## src/rtl/radio_rx_pkg.sv

```systemverilog
package radio_rx_pkg;
  typedef enum logic [1:0] {
    BUS_DRIVE   = 2'd0,
    BUS_RECV    = 2'd1,
    BUS_RELEASE = 2'd2
  } bus_st_e;

  typedef enum logic {
    HUNT_CODE    = 1'b0,
    HUNT_COLLECT = 1'b1
  } hunt_st_e;

  localparam int unsigned ADDR_CTRL    = 0;
  localparam int unsigned ADDR_CODE0   = 1;
  localparam int unsigned CTRL_ACT_BIT = 0;
  localparam int unsigned CTRL_LEN_LSB = 8;
endpackage

```

## src/rtl/rx_sync_ff.sv

```systemverilog
module rx_sync_ff #(
  parameter int unsigned WIDTH  = 2,
  parameter int unsigned STAGES = 2
) (
  input  logic             clk_i,
  input  logic             rst_ni,
  input  logic [WIDTH-1:0] d_i,
  output logic [WIDTH-1:0] q_o
);
  logic [WIDTH-1:0] stg_q [STAGES];

  for (genvar s = 0; s < STAGES; s++) begin : g_stage
    if (s == 0) begin : g_first
      always_ff @(posedge clk_i or negedge rst_ni)
        if (!rst_ni) stg_q[s] <= '0;
        else         stg_q[s] <= d_i;
    end else begin : g_next
      always_ff @(posedge clk_i or negedge rst_ni)
        if (!rst_ni) stg_q[s] <= '0;
        else         stg_q[s] <= stg_q[s-1];
    end
  end

  assign q_o = stg_q[STAGES-1];
endmodule

```

## src/rtl/rx_edge_sampler.sv

```systemverilog
module rx_edge_sampler #(
  parameter int unsigned STAGES = 2
) (
  input  logic clk_i,
  input  logic rst_ni,
  input  logic dclk_i,
  input  logic sd_i,
  input  logic act_i,
  output logic rise_o,
  output logic fall_o,
  output logic bit_stb_o,
  output logic bit_o
);
  logic [1:0] sync_s;
  logic       dclk_s, sd_s, dclk_prev_q;
  logic       stb_q, bit_q;

  // clock and data share one synchronizer so they stay aligned
  rx_sync_ff #(.WIDTH(2), .STAGES(STAGES)) u_sync (
    .clk_i (clk_i),
    .rst_ni(rst_ni),
    .d_i   ({dclk_i, sd_i}),
    .q_o   (sync_s)
  );

  assign dclk_s = sync_s[1];
  assign sd_s   = sync_s[0];

  always_ff @(posedge clk_i or negedge rst_ni)
    if (!rst_ni) dclk_prev_q <= 1'b0;
    else         dclk_prev_q <= dclk_s;

  assign rise_o = dclk_s & ~dclk_prev_q;
  assign fall_o = ~dclk_s & dclk_prev_q;

  always_ff @(posedge clk_i or negedge rst_ni)
    if (!rst_ni) begin
      stb_q <= 1'b0;
      bit_q <= 1'b0;
    end else begin
      stb_q <= fall_o & act_i;
      bit_q <= sd_s;
    end

  assign bit_stb_o = stb_q;
  assign bit_o     = bit_q;

  AST_STB_ONLY_ACTIVE: assert property (@(posedge clk_i) disable iff (!rst_ni)
    bit_stb_o |-> $past(act_i));
  AST_STB_SPACED: assert property (@(posedge clk_i) disable iff (!rst_ni)
    bit_stb_o |=> !bit_stb_o);
endmodule

```

## src/rtl/rx_sync_hunt.sv

```systemverilog
module rx_sync_hunt
  import radio_rx_pkg::*;
#(
  parameter int unsigned CODE_MAX = 64,
  parameter int unsigned WORD_W   = 32,
  localparam int unsigned LEN_W   = $clog2(CODE_MAX),
  localparam int unsigned FILL_W  = $clog2(CODE_MAX + 1),
  localparam int unsigned CNT_W   = $clog2(WORD_W + 1)
) (
  input  logic                clk_i,
  input  logic                rst_ni,
  input  logic                act_i,
  input  logic                bit_stb_i,
  input  logic                bit_i,
  input  logic [CODE_MAX-1:0] code_i,
  input  logic [LEN_W-1:0]    len_m1_i,
  output logic                found_o,
  output logic [WORD_W-1:0]   word_o,
  output logic                word_vld_o
);
  hunt_st_e            st_q;
  logic [CODE_MAX-1:0] sh_q, sh_n, mask;
  logic [FILL_W-1:0]   fill_q, fill_n;
  logic [CNT_W-1:0]    cnt_q;
  logic [WORD_W-1:0]   word_q;
  logic                found_q, vld_q, match;

  for (genvar i = 0; i < CODE_MAX; i++) begin : g_mask
    assign mask[i] = (32'(i) <= 32'(len_m1_i));
  end

  assign sh_n   = {sh_q[CODE_MAX-2:0], bit_i};
  assign fill_n = (fill_q == FILL_W'(CODE_MAX)) ? fill_q : fill_q + 1'b1;
  assign match  = (((sh_n ^ code_i) & mask) == '0) &&
                  (fill_n > FILL_W'(len_m1_i));

  always_ff @(posedge clk_i or negedge rst_ni)
    if (!rst_ni) begin
      st_q    <= HUNT_CODE;
      sh_q    <= '0;
      fill_q  <= '0;
      cnt_q   <= '0;
      word_q  <= '0;
      found_q <= 1'b0;
      vld_q   <= 1'b0;
    end else if (!act_i) begin
      st_q    <= HUNT_CODE;
      fill_q  <= '0;
      cnt_q   <= '0;
      found_q <= 1'b0;
      vld_q   <= 1'b0;
    end else begin
      found_q <= 1'b0;
      vld_q   <= 1'b0;
      if (bit_stb_i) begin
        unique case (st_q)
          HUNT_CODE: begin
            sh_q   <= sh_n;
            fill_q <= fill_n;
            if (match) begin
              found_q <= 1'b1;
              st_q    <= HUNT_COLLECT;
              cnt_q   <= '0;
              fill_q  <= '0;
            end
          end
          HUNT_COLLECT: begin
            word_q <= {word_q[WORD_W-2:0], bit_i};
            if (cnt_q == CNT_W'(WORD_W - 1)) begin
              vld_q <= 1'b1;
              st_q  <= HUNT_CODE;
              cnt_q <= '0;
            end else begin
              cnt_q <= cnt_q + 1'b1;
            end
          end
          default: st_q <= HUNT_CODE;
        endcase
      end
    end

  assign found_o    = found_q;
  assign word_o     = word_q;
  assign word_vld_o = vld_q;

  AST_FOUND_ONE_CYCLE: assert property (@(posedge clk_i) disable iff (!rst_ni)
    found_o |=> !found_o);
  AST_FOUND_NEEDS_BIT: assert property (@(posedge clk_i) disable iff (!rst_ni)
    found_o |-> $past(bit_stb_i));
  AST_VLD_ONE_CYCLE: assert property (@(posedge clk_i) disable iff (!rst_ni)
    word_vld_o |=> !word_vld_o);
  AST_COLLECT_AFTER_FOUND: assert property (@(posedge clk_i) disable iff (!rst_ni || !act_i)
    found_o |-> st_q == HUNT_COLLECT);
  AST_NO_FOUND_IDLE: assert property (@(posedge clk_i) disable iff (!rst_ni)
    found_o |-> $past(act_i));
endmodule

```

## src/rtl/rx_bus_ctrl.sv

```systemverilog
module rx_bus_ctrl
  import radio_rx_pkg::*;
#(
  parameter int unsigned ADDR_W   = 4,
  parameter int unsigned CODE_MAX = 64,
  parameter int unsigned REL_TMO  = 64,
  localparam int unsigned LEN_W   = $clog2(CODE_MAX),
  localparam int unsigned CODE_WORDS = (CODE_MAX + 31) / 32,
  localparam int unsigned TMO_W   = $clog2(REL_TMO + 1)
) (
  input  logic                clk_i,
  input  logic                rst_ni,
  input  logic                reg_wr_i,
  input  logic [ADDR_W-1:0]   reg_addr_i,
  input  logic [31:0]         reg_wdata_i,
  output logic                reg_ack_o,
  input  logic                tx_bit_i,
  input  logic                dclk_rise_i,
  input  logic                dclk_fall_i,
  output logic                sd_o,
  output logic                sd_oe_o,
  output logic                active_o,
  output logic [CODE_MAX-1:0] code_o,
  output logic [LEN_W-1:0]    len_m1_o
);
  bus_st_e          st_q, st_n;
  logic             wr_q, ack_q, act_q, sd_q, oe_q, saw_rise_q;
  logic [LEN_W-1:0] len_q;
  logic [TMO_W-1:0] tmo_q;
  logic [CODE_WORDS*32-1:0] code_q;
  logic             ctrl_wr, wr_on, wr_off;

  assign ctrl_wr = reg_wr_i && (reg_addr_i == ADDR_W'(ADDR_CTRL));
  assign wr_on   = ctrl_wr &&  reg_wdata_i[CTRL_ACT_BIT];
  assign wr_off  = ctrl_wr && !reg_wdata_i[CTRL_ACT_BIT];

  for (genvar k = 0; k < CODE_WORDS; k++) begin : g_code
    always_ff @(posedge clk_i or negedge rst_ni)
      if (!rst_ni) code_q[k*32 +: 32] <= '0;
      else if (reg_wr_i && reg_addr_i == ADDR_W'(ADDR_CODE0 + k))
        code_q[k*32 +: 32] <= reg_wdata_i;
  end

  always_ff @(posedge clk_i or negedge rst_ni)
    if (!rst_ni) begin
      act_q <= 1'b0;
      len_q <= LEN_W'(CODE_MAX - 1);
    end else if (ctrl_wr) begin
      act_q <= reg_wdata_i[CTRL_ACT_BIT];
      len_q <= reg_wdata_i[CTRL_LEN_LSB +: LEN_W];
    end

  // ack trails the capture by a cycle: the release happens inside the write
  always_ff @(posedge clk_i or negedge rst_ni)
    if (!rst_ni) begin
      wr_q  <= 1'b0;
      ack_q <= 1'b0;
    end else begin
      wr_q  <= reg_wr_i;
      ack_q <= wr_q;
    end

  always_comb begin
    st_n = st_q;
    unique case (st_q)
      BUS_DRIVE:   if (wr_on) st_n = BUS_RECV;
      BUS_RECV:    if (wr_off) st_n = BUS_RELEASE;
      BUS_RELEASE: begin
        if (wr_on) st_n = BUS_RECV;
        else if ((saw_rise_q && dclk_fall_i) || tmo_q == TMO_W'(REL_TMO - 1))
          st_n = BUS_DRIVE;
      end
      default: st_n = BUS_DRIVE;
    endcase
  end

  always_ff @(posedge clk_i or negedge rst_ni)
    if (!rst_ni) begin
      st_q       <= BUS_DRIVE;
      oe_q       <= 1'b1;
      sd_q       <= 1'b0;
      saw_rise_q <= 1'b0;
      tmo_q      <= '0;
    end else begin
      st_q <= st_n;
      oe_q <= (st_n == BUS_DRIVE);
      sd_q <= tx_bit_i;
      if (st_q != BUS_RELEASE) begin
        saw_rise_q <= 1'b0;
        tmo_q      <= '0;
      end else begin
        if (dclk_rise_i) saw_rise_q <= 1'b1;
        tmo_q <= tmo_q + 1'b1;
      end
    end

  assign reg_ack_o = ack_q;
  assign sd_o      = sd_q;
  assign sd_oe_o   = oe_q;
  assign active_o  = (st_q == BUS_RECV);
  assign code_o    = code_q[CODE_MAX-1:0];
  assign len_m1_o  = len_q;

  AST_RELEASED_AT_ACK: assert property (@(posedge clk_i) disable iff (!rst_ni)
    (reg_ack_o && act_q) |-> !sd_oe_o);
  AST_ACK_ONE_CYCLE: assert property (@(posedge clk_i) disable iff (!rst_ni)
    $rose(reg_ack_o) |-> $past(wr_q));
  AST_REDRIVE_ONLY_OFF: assert property (@(posedge clk_i) disable iff (!rst_ni)
    $rose(sd_oe_o) |-> !act_q);
  AST_REDRIVE_WAITS: assert property (@(posedge clk_i) disable iff (!rst_ni)
    $rose(sd_oe_o) |-> $past(st_q) == BUS_RELEASE);
endmodule

```

## src/rtl/radio_rx_link.sv

```systemverilog
module radio_rx_link #(
  parameter int unsigned ADDR_W   = 4,
  parameter int unsigned CODE_MAX = 64,
  parameter int unsigned WORD_W   = 32,
  parameter int unsigned REL_TMO  = 64,
  parameter int unsigned SYNC_STG = 2,
  localparam int unsigned LEN_W   = $clog2(CODE_MAX)
) (
  input  logic              clk_i,
  input  logic              rst_ni,
  input  logic              reg_wr_i,
  input  logic [ADDR_W-1:0] reg_addr_i,
  input  logic [31:0]       reg_wdata_i,
  output logic              reg_ack_o,
  input  logic              tx_bit_i,
  output logic              sd_o,
  output logic              sd_oe_o,
  input  logic              sd_i,
  input  logic              dclk_i,
  output logic              sync_found_o,
  output logic [WORD_W-1:0] word_o,
  output logic              word_vld_o
);
  logic                active, rise, fall, bit_stb, bit_v;
  logic [CODE_MAX-1:0] code;
  logic [LEN_W-1:0]    len_m1;

  rx_bus_ctrl #(
    .ADDR_W(ADDR_W), .CODE_MAX(CODE_MAX), .REL_TMO(REL_TMO)
  ) u_ctrl (
    .clk_i      (clk_i),
    .rst_ni     (rst_ni),
    .reg_wr_i   (reg_wr_i),
    .reg_addr_i (reg_addr_i),
    .reg_wdata_i(reg_wdata_i),
    .reg_ack_o  (reg_ack_o),
    .tx_bit_i   (tx_bit_i),
    .dclk_rise_i(rise),
    .dclk_fall_i(fall),
    .sd_o       (sd_o),
    .sd_oe_o    (sd_oe_o),
    .active_o   (active),
    .code_o     (code),
    .len_m1_o   (len_m1)
  );

  rx_edge_sampler #(.STAGES(SYNC_STG)) u_samp (
    .clk_i    (clk_i),
    .rst_ni   (rst_ni),
    .dclk_i   (dclk_i),
    .sd_i     (sd_i),
    .act_i    (active),
    .rise_o   (rise),
    .fall_o   (fall),
    .bit_stb_o(bit_stb),
    .bit_o    (bit_v)
  );

  rx_sync_hunt #(.CODE_MAX(CODE_MAX), .WORD_W(WORD_W)) u_hunt (
    .clk_i     (clk_i),
    .rst_ni    (rst_ni),
    .act_i     (active),
    .bit_stb_i (bit_stb),
    .bit_i     (bit_v),
    .code_i    (code),
    .len_m1_i  (len_m1),
    .found_o   (sync_found_o),
    .word_o    (word_o),
    .word_vld_o(word_vld_o)
  );

  AST_NO_DRIVE_WHILE_RX: assert property (@(posedge clk_i) disable iff (!rst_ni)
    active |-> !sd_oe_o);
endmodule

```

## config.mk

```make
export PLATFORM = sky130hd
export DESIGN_NAME = radio_rx_link
export DESIGN_NICKNAME = d
export VERILOG_FILES = /design/src/rtl/radio_rx_pkg.sv /design/src/rtl/rx_sync_ff.sv /design/src/rtl/rx_edge_sampler.sv /design/src/rtl/rx_sync_hunt.sv /design/src/rtl/rx_bus_ctrl.sv /design/src/rtl/radio_rx_link.sv
export SDC_FILE = /design/constraint.sdc
export NUM_CORES = 1
export LEC_CHECK = 0
export ABC_AREA = 1
export BUFFER_PORTS_ARGS = -buffer_cell sky130_fd_sc_hd__clkbuf_2
export CAP_MARGIN = 20
export CORE_UTILIZATION = 60
export DETAILED_ROUTE_END_ITERATION = 8
export PLACE_DENSITY = 0.8
export SLEW_MARGIN = 15
export SYNTH_ARGS = -nofsm -noshare
export SYNTH_HDL_FRONTEND = slang
export SYNTH_HIERARCHICAL = 1
export SYNTH_SLANG_ARGS = --single-unit
```

## constraint.sdc

```tcl
create_clock -name clk_i -period 5.98 [get_ports clk_i]
set_input_delay 1.196 -clock clk_i [delete_from_list [all_inputs] [get_ports clk_i]]
set_output_delay 1.196 -clock clk_i [all_outputs]
set_load 0.05 [all_outputs]
```

==> results of run 1 <==
area by class of cell:
| cell class | count | area share [%] |
|---|---|---|
| clock buffers | 32 | 5.37 |
| clock inverters | 5 | 0.263 |
| inverters | 147 | 5.05 |
| flip-flops and latches | 202 | 46.3 |
| repair buffers | 84 | 4.29 |
| well taps | 216 | 2.47 |
| multi-input cells | 768 | 36.2 |
placed cells by master (no fill, tap or decap), drive strengths merged, types with 6 or more instances in the layout:
| master | synthesis | layout |
|---|---|---|
| nand3 | 62 | 62 |
| o21ai | 140 | 140 |
| nor2 | 115 | 115 |
| a21oi | 50 | 50 |
| mux2 | 8 | 8 |
| dfrtp | 195 | 195 |
| nand4 | 10 | 10 |
| o22ai | 7 | 7 |
| ha | 10 | 10 |
| buf | 25 | 6 |
| inv | 146 | 147 |
| xor2 | 42 | 42 |
| dfstp | 7 | 7 |
| xnor2 | 8 | 8 |
| nand2 | 302 | 302 |
| clkbuf | 20 | 110 |
report_power, final:
| group | internal [mW] | leakage [nW] | total [mW] | switching, mW |
|---|---|---|---|---|
| registers | 1.62 | 2.66 | 1.83 | 0.215 |
| clock network | 0.676 | 0.304 | 1.19 | 0.511 |
| logic | 0.360 | 2.82 | 0.989 | 0.628 |
cells by family after synthesis:
kind of cell	count (synthesis)
AO/OA/AOI/OAI	202
XOR/XNOR	50
adder cells (fa/ha/maj)	10
buffers and inverters	192
flip-flops	202
multiplexers	8
AND/OR/NAND/NOR	498
critical path: stages (launching register included):
cell,delay (ns)
sky130_fd_sc_hd__dfstp_2,0.64
sky130_fd_sc_hd__clkinv_1,0.33
sky130_fd_sc_hd__ha_1,0.41
sky130_fd_sc_hd__nand2_1,0.05
sky130_fd_sc_hd__inv_1,0.06
sky130_fd_sc_hd__nand2_1,0.05
sky130_fd_sc_hd__nand2_1,0.05
sky130_fd_sc_hd__nand2_1,0.04
sky130_fd_sc_hd__nand2_1,0.05
sky130_fd_sc_hd__nand2_1,0.05
sky130_fd_sc_hd__nand2_1,0.06
sky130_fd_sc_hd__a21oi_1,0.05
sky130_fd_sc_hd__nor2_1,0.18
sky130_fd_sc_hd__nand3_2,0.17
sky130_fd_sc_hd__nand2_1,0.26
sky130_fd_sc_hd__o22ai_1,0.13
flip-flops by register name, indices dropped and copies added, names as in the netlist, 6 cells and up:
name,count
u_ctrl/code_o,64
u_ctrl/len_m1_o,6
u_ctrl/tmo_q,7
u_hunt/cnt_q,6
u_hunt/fill_q,7
u_hunt/sh_q,63
u_hunt/word_o,32
layer usage:
layer | vias to the layer above | global-route usage (%)
li1 | 3800 | -
met1 | 3603 | 37.0
met3 | 49 | 3.57
met4 | 0 | 7.87
met2 | 218 | 41.4
met5 | - | 0
worst max path at each step:
stage	end	slack, ns	start	depth (start not counted)
after CTS	u_hunt/fill_q[5]	3.32	u_ctrl/len_m1_o[1]	15
after floorplan	u_hunt/cnt_q[2]	3.77	u_ctrl/len_m1_o[1]	18
after detailed placement	u_ctrl/code_o[55]	3.26	reg_addr_i[1]	6
after global placement	u_ctrl/code_o[55]	3.35	reg_addr_i[1]	6
final	u_hunt/fill_q[5]	3.28	u_ctrl/len_m1_o[1]	15
after global routing	u_hunt/fill_q[5]	3.04	u_ctrl/len_m1_o[1]	15
==> impl_metrics.yaml, run 1 <==
clock_network:
  post_cts_resize_count: 0
  insertion_delay_ns: 0.50
  cts_tree: "built"
  cts_root_buf: "sky130_fd_sc_hd__clkbuf_16"
  clk_pin_slew_worst_paths_ns: 0.06
  clock_buffers_created_by_tritoncts: 21
  cts_num_sinks: 202
  cts_max_level: 1
  cts_buffer_depth: 3
  quantity_of_hold_fixing_buffers_added_after_cts: 0
  post_cts.repair.setup_buffers: 0
die:
  fp.dieW_um: 130
  coreArea_um2: 15900
  rows: 46
  floorplan.initialDensity_pct: 61.9
  num_io_pins: 79
  die_footprint_um2: 17000
  fp.dieH_um: 130
detailed_routing:
  routed_wirelength_um: 21000
  maxUsedRoutingLayer: "met4"
  drc: 0
  wirelength_met1_um: 9600
  route.met2.wl_um: 9710
  drt_first_iter_violations: 622
  routedWlPerCell_um: 14.5
  vias: 7670
  detailroute.wirelength.met3_um: 1150
  avgViaCountPerCell: 5.28
  ant_nets: 0
  drtPass1Iterations: 6
cells_and_area:
  instances_no_fill: 1454
  postLayoutCellArea_um2: 10900
  final_core_util_pct: 68.5
  final-seq-area_um2: 5060
  antenna-diode-count: 0
  finalNetCount: 1276
  layout_overhead_on_the_synthesized_area_pct: 10.8
  multi_input_gate_area_um2: 3960
  proportion_of_layout_cells_with_a_drive_suffix_above_1_pct: 15.9
  fillCellCount: 1319
setup_path:
  end_of_the_worst_register_to_register_path: "u_hunt/fill_q[5]"
  worstPathArrival_ns: 3.06
  criticalPathCategory: "register to register"
  r2r.worst_path.cells: 15
  setup.reg_to_reg.worst_slack_ns: 3.28
  critPathRequiredTime_ns: 6.34
  critical_path.endpoint_type: "register"
  regToRegStartpoint: "u_ctrl/len_m1_o[1]"
  setup.worst_path.start_class: "register"
  crit_fanout: 10
logic_synthesis:
  synth_top_cells_by_count: "sky130_fd_sc_hd__nand2_1 (298), sky130_fd_sc_hd__dfrtp_1 (195), sky130_fd_sc_hd__inv_1 (141)"
  post_synth.cell_area_avg_um2: 8.49
  yosys.area_share.adder_pct: 1.27
  synthDominantCellAreaShare_pct: 49.5
  synth_edf_count: 0
  asyncSetResetFlopFracSynth_pct: 100
  synth.area.mux_share_pct: 0.913
  yosysTopAreaCell: "sky130_fd_sc_hd__dfrtp_1"
  yosys_register_bits: 202
  synth_top_family_by_area: "simple AND/OR/NAND/NOR gates"
  synth_compound_gate_area_share_pct: 12.2
  synth_sequential_area_ratio_pct: 51.3
  mappedNetlistNets: 1214
  netlist_instances: 1162
  synth.distinct_cells: 36
  ys_dominant_reg_cell: "sky130_fd_sc_hd__dfrtp_1"
  yosysMostFrequentCell: "sky130_fd_sc_hd__nand2_1"
  yosys_warnings: 6
  area_of_the_mapped_netlist_um2: 9860
  synth_simple_gate_area_share_pct: 21.1
  netlist_top_cells_area: "sky130_fd_sc_hd__dfrtp_1 (49%), sky130_fd_sc_hd__nand2_1 (11%), sky130_fd_sc_hd__inv_1 (5.4%)"
  post_synth_xor_area_fraction_pct: 4.44
timing:
  worst-slew-pin-transition_ns: 0.941
  final_min_period_ns: 2.70
  layout_worst_path_cycle_share_pct: 45.2
  postLayoutSetupSlackWorst_ns: 3.28
  worst_clock_skew_ns: 0.0104
  slew_violations: 0
  max_freq_ghz: 0.370
  worst_hold_slack_ns: 0.353
  timing.max_slew.rel_slack_pct: 37.0
  setup_viol: 0
  report.final.hold_viol_count: 0
  setup_tns_ns: 0
  rsz0062_at_grt: "no"
power_and_ir_drop:
  power.leakage_nw: 5.78
  finalPower_mw: 4.01
  ir_drop_uv: 252
  power_per_cell_area_nw_per_um2: 367
placed_design:
  dpl_worst_slack_ns: 3.26
  dpl-instance-area_um2: 10300
  detailedPlacementHpwl_um: 14300
  port-buffer-count: 78
  globalplace.congestion: 0.939
  dp.cells: 1416
global_routing:
  grt_pass1_wl_um: 34600
  total_overflow_reported_by_the_global_router: 0
  grt.total_usage_pct: 25.9
  grt_start_max_net_pins: 135
  number_of_antenna_violations_at_the_first_check_in_global_routing: 0
  vias_in_the_first_global_route: 7104
worst_hold_path:
  hold_end: "u_samp/u_sync/q_o[1]"
  worst_hold_path_type: "register to register"
  whs_path_depth: 0
  hold_start: "u_samp/u_sync/stg_q[3]"
outcome:
  outcome: "finished clean"
flow_run:
  timing.max_cap.violations: 0
Power figures use the tool's default switching activity.
==> run 2, diff against run 1 <==
- ABC_AREA: 1 -> 0
- clock period: 5.98 -> 2.6 ns (I/O delays scaled with it)
==> run 2 against run 1 <==
The flow now finishes with violations (setup timing). Critical path depth stayed put. Flip-flop and latch count stayed put. Design area up 2.5%. Cell count decreased by 26%. Maximum frequency decreased by 13%. First-iteration DRC count down 33%. Clock skew increased by 0.0049 ns. Non-clock buffer count grew 49. Hold slack got worse by 0.34 ns. Synthesized cell count is 38% lower. Largest power group unchanged. Highest routed layer unchanged. Critical endpoint is now u_hunt/cnt_q[3]. Sequential power up 110%. Synthesized area decreased by 3.7%.
==> impl_metrics.yaml, run 2 <==
placed_design:
  globalplace.congestion: 0.915
  port-buffer-count: 78
  detailedPlacementHpwl_um: 15300
die:
  fp.dieH_um: 128
  coreArea_um2: 15300
  num_io_pins: 79
  rows: 45
  floorplan.initialDensity_pct: 62.0
  fp.dieW_um: 128
  die_footprint_um2: 16300
power_and_ir_drop:
  ir_drop_uv: 714
  power.leakage_nw: 5.47
  power_per_cell_area_nw_per_um2: 771
setup_path:
  crit_fanout: 4
  critical_path.endpoint_type: "register"
  worstPathArrival_ns: 3.47
  critPathRequiredTime_ns: 2.97
  criticalPathCategory: "register to register"
  setup.worst_path.start_class: "register"
logic_synthesis:
  asyncSetResetFlopFracSynth_pct: 100
  synth_edf_count: 0
  mappedNetlistNets: 774
  synth.distinct_cells: 70
  yosysTopAreaCell: "sky130_fd_sc_hd__dfrtp_1"
  synth_top_cells_by_count: "sky130_fd_sc_hd__dfrtp_1 (195), sky130_fd_sc_hd__mux2_2 (135), sky130_fd_sc_hd__xnor2_1 (44)"
  yosys_register_bits: 202
  synthDominantCellAreaShare_pct: 51.4
  yosysMostFrequentCell: "sky130_fd_sc_hd__dfrtp_1"
  yosys_warnings: 6
  post_synth.cell_area_avg_um2: 13.2
  area_of_the_mapped_netlist_um2: 9500
  netlist_top_cells_area: "sky130_fd_sc_hd__dfrtp_1 (51%), sky130_fd_sc_hd__mux2_2 (16%), sky130_fd_sc_hd__mux2_4 (4.7%)"
  synth_sequential_area_ratio_pct: 53.3
  netlist_instances: 722
  ys_dominant_reg_cell: "sky130_fd_sc_hd__dfrtp_1"
cells_and_area:
  fillCellCount: 1033
  final_core_util_pct: 73.2
  largest_reg_flops: 64
  final_common_cell: "sky130_fd_sc_hd__dfrtp_1"
  layout_overhead_on_the_synthesized_area_pct: 17.9
  layout.cells.most_common_list: "sky130_fd_sc_hd__dfrtp_1 (195), sky130_fd_sc_hd__mux2_2 (135), sky130_fd_sc_hd__clkbuf_2 (77)"
  antenna-diode-count: 0
  proportion_of_layout_cells_with_a_drive_suffix_above_1_pct: 43.2
  finalNetCount: 896
detailed_routing:
  avgViaCountPerCell: 5.92
  ant_nets: 0
  wirelength_met1_um: 9770
  drtPass1Iterations: 5
  vias: 6337
  route.met2.wl_um: 10400
  drt_first_iter_violations: 414
  routedWlPerCell_um: 20.5
  detailroute.wirelength.met3_um: 1120
  drc: 0
  maxUsedRoutingLayer: "met4"
  routed_wirelength_um: 21900
timing:
  timing.max_slew.rel_slack_pct: 39.0
  setup_tns_ns: -6.19
  max_freq_ghz: 0.323
  worst-slew-pin-transition_ns: 0.916
  postLayoutSetupSlackWorst_ns: -0.501
  layout_worst_path_cycle_share_pct: 119
  final_min_period_ns: 3.10
  rsz0062_at_grt: "yes"
  worst_clock_skew_ns: 0.0154
  slew_violations: 0
  setup_viol: 15
  report.final.hold_viol_count: 0
worst_hold_path:
  worst_hold_path_type: "input pin to async pin"
flow_run:
  timing.max_cap.violations: 0
global_routing:
  grt_start_max_net_pins: 67
  total_overflow_reported_by_the_global_router: 0
  number_of_antenna_violations_at_the_first_check_in_global_routing: 0
  grt_pass1_wl_um: 34800
  vias_in_the_first_global_route: 6432
  grt.total_usage_pct: 27.6
outcome:
  outcome: "complete, but fails checks"
  failed_checks: "setup timing"
clock_network:
  cts_buffer_depth: 3
  cts_max_level: 1
  clk_pin_slew_worst_paths_ns: 0.06
  insertion_delay_ns: 0.50
  cts_tree: "built"
  clock_buffers_created_by_tritoncts: 21
  cts_num_sinks: 202
  quantity_of_hold_fixing_buffers_added_after_cts: 0
  cts_root_buf: "sky130_fd_sc_hd__clkbuf_16"
-- run 2: cell types whose count changed after synthesis, sizes merged, moves of 13 or more --
cell,change
buf,-13
xnor2,+36
mux2,+157
nor2,-92
nand3,-47
inv,-137
nand2,-279
o21ai,-118
xor2,-13
a21oi,-28
-- run 2: critical path: stages, from the launching register on --
cell                       delay (ns)
sky130_fd_sc_hd__dfrtp_1         0.40
sky130_fd_sc_hd__inv_2           0.07
sky130_fd_sc_hd__ha_1            0.13
sky130_fd_sc_hd__or4b_4          0.47
sky130_fd_sc_hd__nor3b_4         0.30
sky130_fd_sc_hd__nor2_2          0.09
sky130_fd_sc_hd__ha_4            0.29
sky130_fd_sc_hd__nand3b_1        0.09
sky130_fd_sc_hd__a21o_1          0.17
sky130_fd_sc_hd__a21oi_2         0.13
sky130_fd_sc_hd__o22ai_2         0.09
sky130_fd_sc_hd__nor4_4          0.18
sky130_fd_sc_hd__buf_6           0.17
sky130_fd_sc_hd__a21oi_4         0.07
sky130_fd_sc_hd__o211ai_1        0.21
sky130_fd_sc_hd__o31ai_1         0.10
-- run 2: logic make-up (layout without fill, tap and decap cells) --
group	Yosys count	count (layout)	share of synthesized area [%]
AND/OR/NAND/NOR	113	113	7.15
multiplexers	166	166	20.8
AO/OA/AOI/OAI	113	113	8.23
XOR/XNOR	73	73	6.73
adder cells (fa/ha/maj)	10	10	1.32
flip-flops	202	202	53.3
buffers and inverters	45	182	2.44
-- run 2: path summary, 6_finish.rpt --
kind                                         from                      to  slack, ns  cells past startpoint
max                              u_hunt/fill_q[0]         u_hunt/cnt_q[3]      -0.50                     15
min                                        rst_ni       u_ctrl/code_o[50]      0.008                      1
max reg2reg                      u_hunt/fill_q[0]         u_hunt/cnt_q[3]      -0.50                     15
min reg2reg                u_samp/u_sync/stg_q[2]    u_samp/u_sync/q_o[0]       0.35                      0
max in group asynchronous                  rst_ni       u_ctrl/code_o[39]       1.75                      2
min in group clk_i                           sd_i  u_samp/u_sync/stg_q[2]       0.13                      1
-- run 2: report_power, final --
group	switching (mW)	total, mW	internal (mW)	leakage [nW]
clock network	1.20	2.98	1.78	0.340
registers	0.300	3.77	3.47	2.67
logic	0.974	1.90	0.922	2.46
total	2.48	8.64	6.17	5.47
-- run 2: per-stage QoR --
| stage | hold WS (ns) | std cells | power, mW | worst slack, ns | instance area [um2] |
|---|---|---|---|---|---|
| after global placement | 0.333 | 1027 | 5.60 | -0.395 | 10400 |
| final | 0.00848 | 1070 | 8.64 | -0.501 | 11200 |
| after global routing | 0.0407 | 1070 | 8.99 | -0.551 | 11200 |
| after floorplan | 0.224 | 722 | 4.89 | -0.331 | 9530 |
| after CTS | 0.0167 | 1068 | 8.66 | -0.378 | 11200 |
| after detailed placement | 0.335 | 1027 | 5.64 | -0.515 | 10400 |
-- run 2: final cells by class --
cell class	count	area, um2	area share, %
clock buffers	30	589	5.26
flip-flops and latches	202	5060	45.2
inverters	11	41.3	0.369
well taps	211	264	2.36
repair buffers	133	866	7.73
clock inverters	8	93.8	0.838
multi-input cells	475	4290	38.3
-- run 2: layer usage --
layer,vias up,track usage [%]
li1,2875,-
met1,3188,39.1
met2,218,44.0
met3,56,4.30
met4,0,8.86
met5,-,0
-- run 2: what timing repair did --
action,CTS,global route
gates resized for setup,6,6
setup buffers,3,2
endpoints found under the setup margin,15,15
pin swaps,9,6
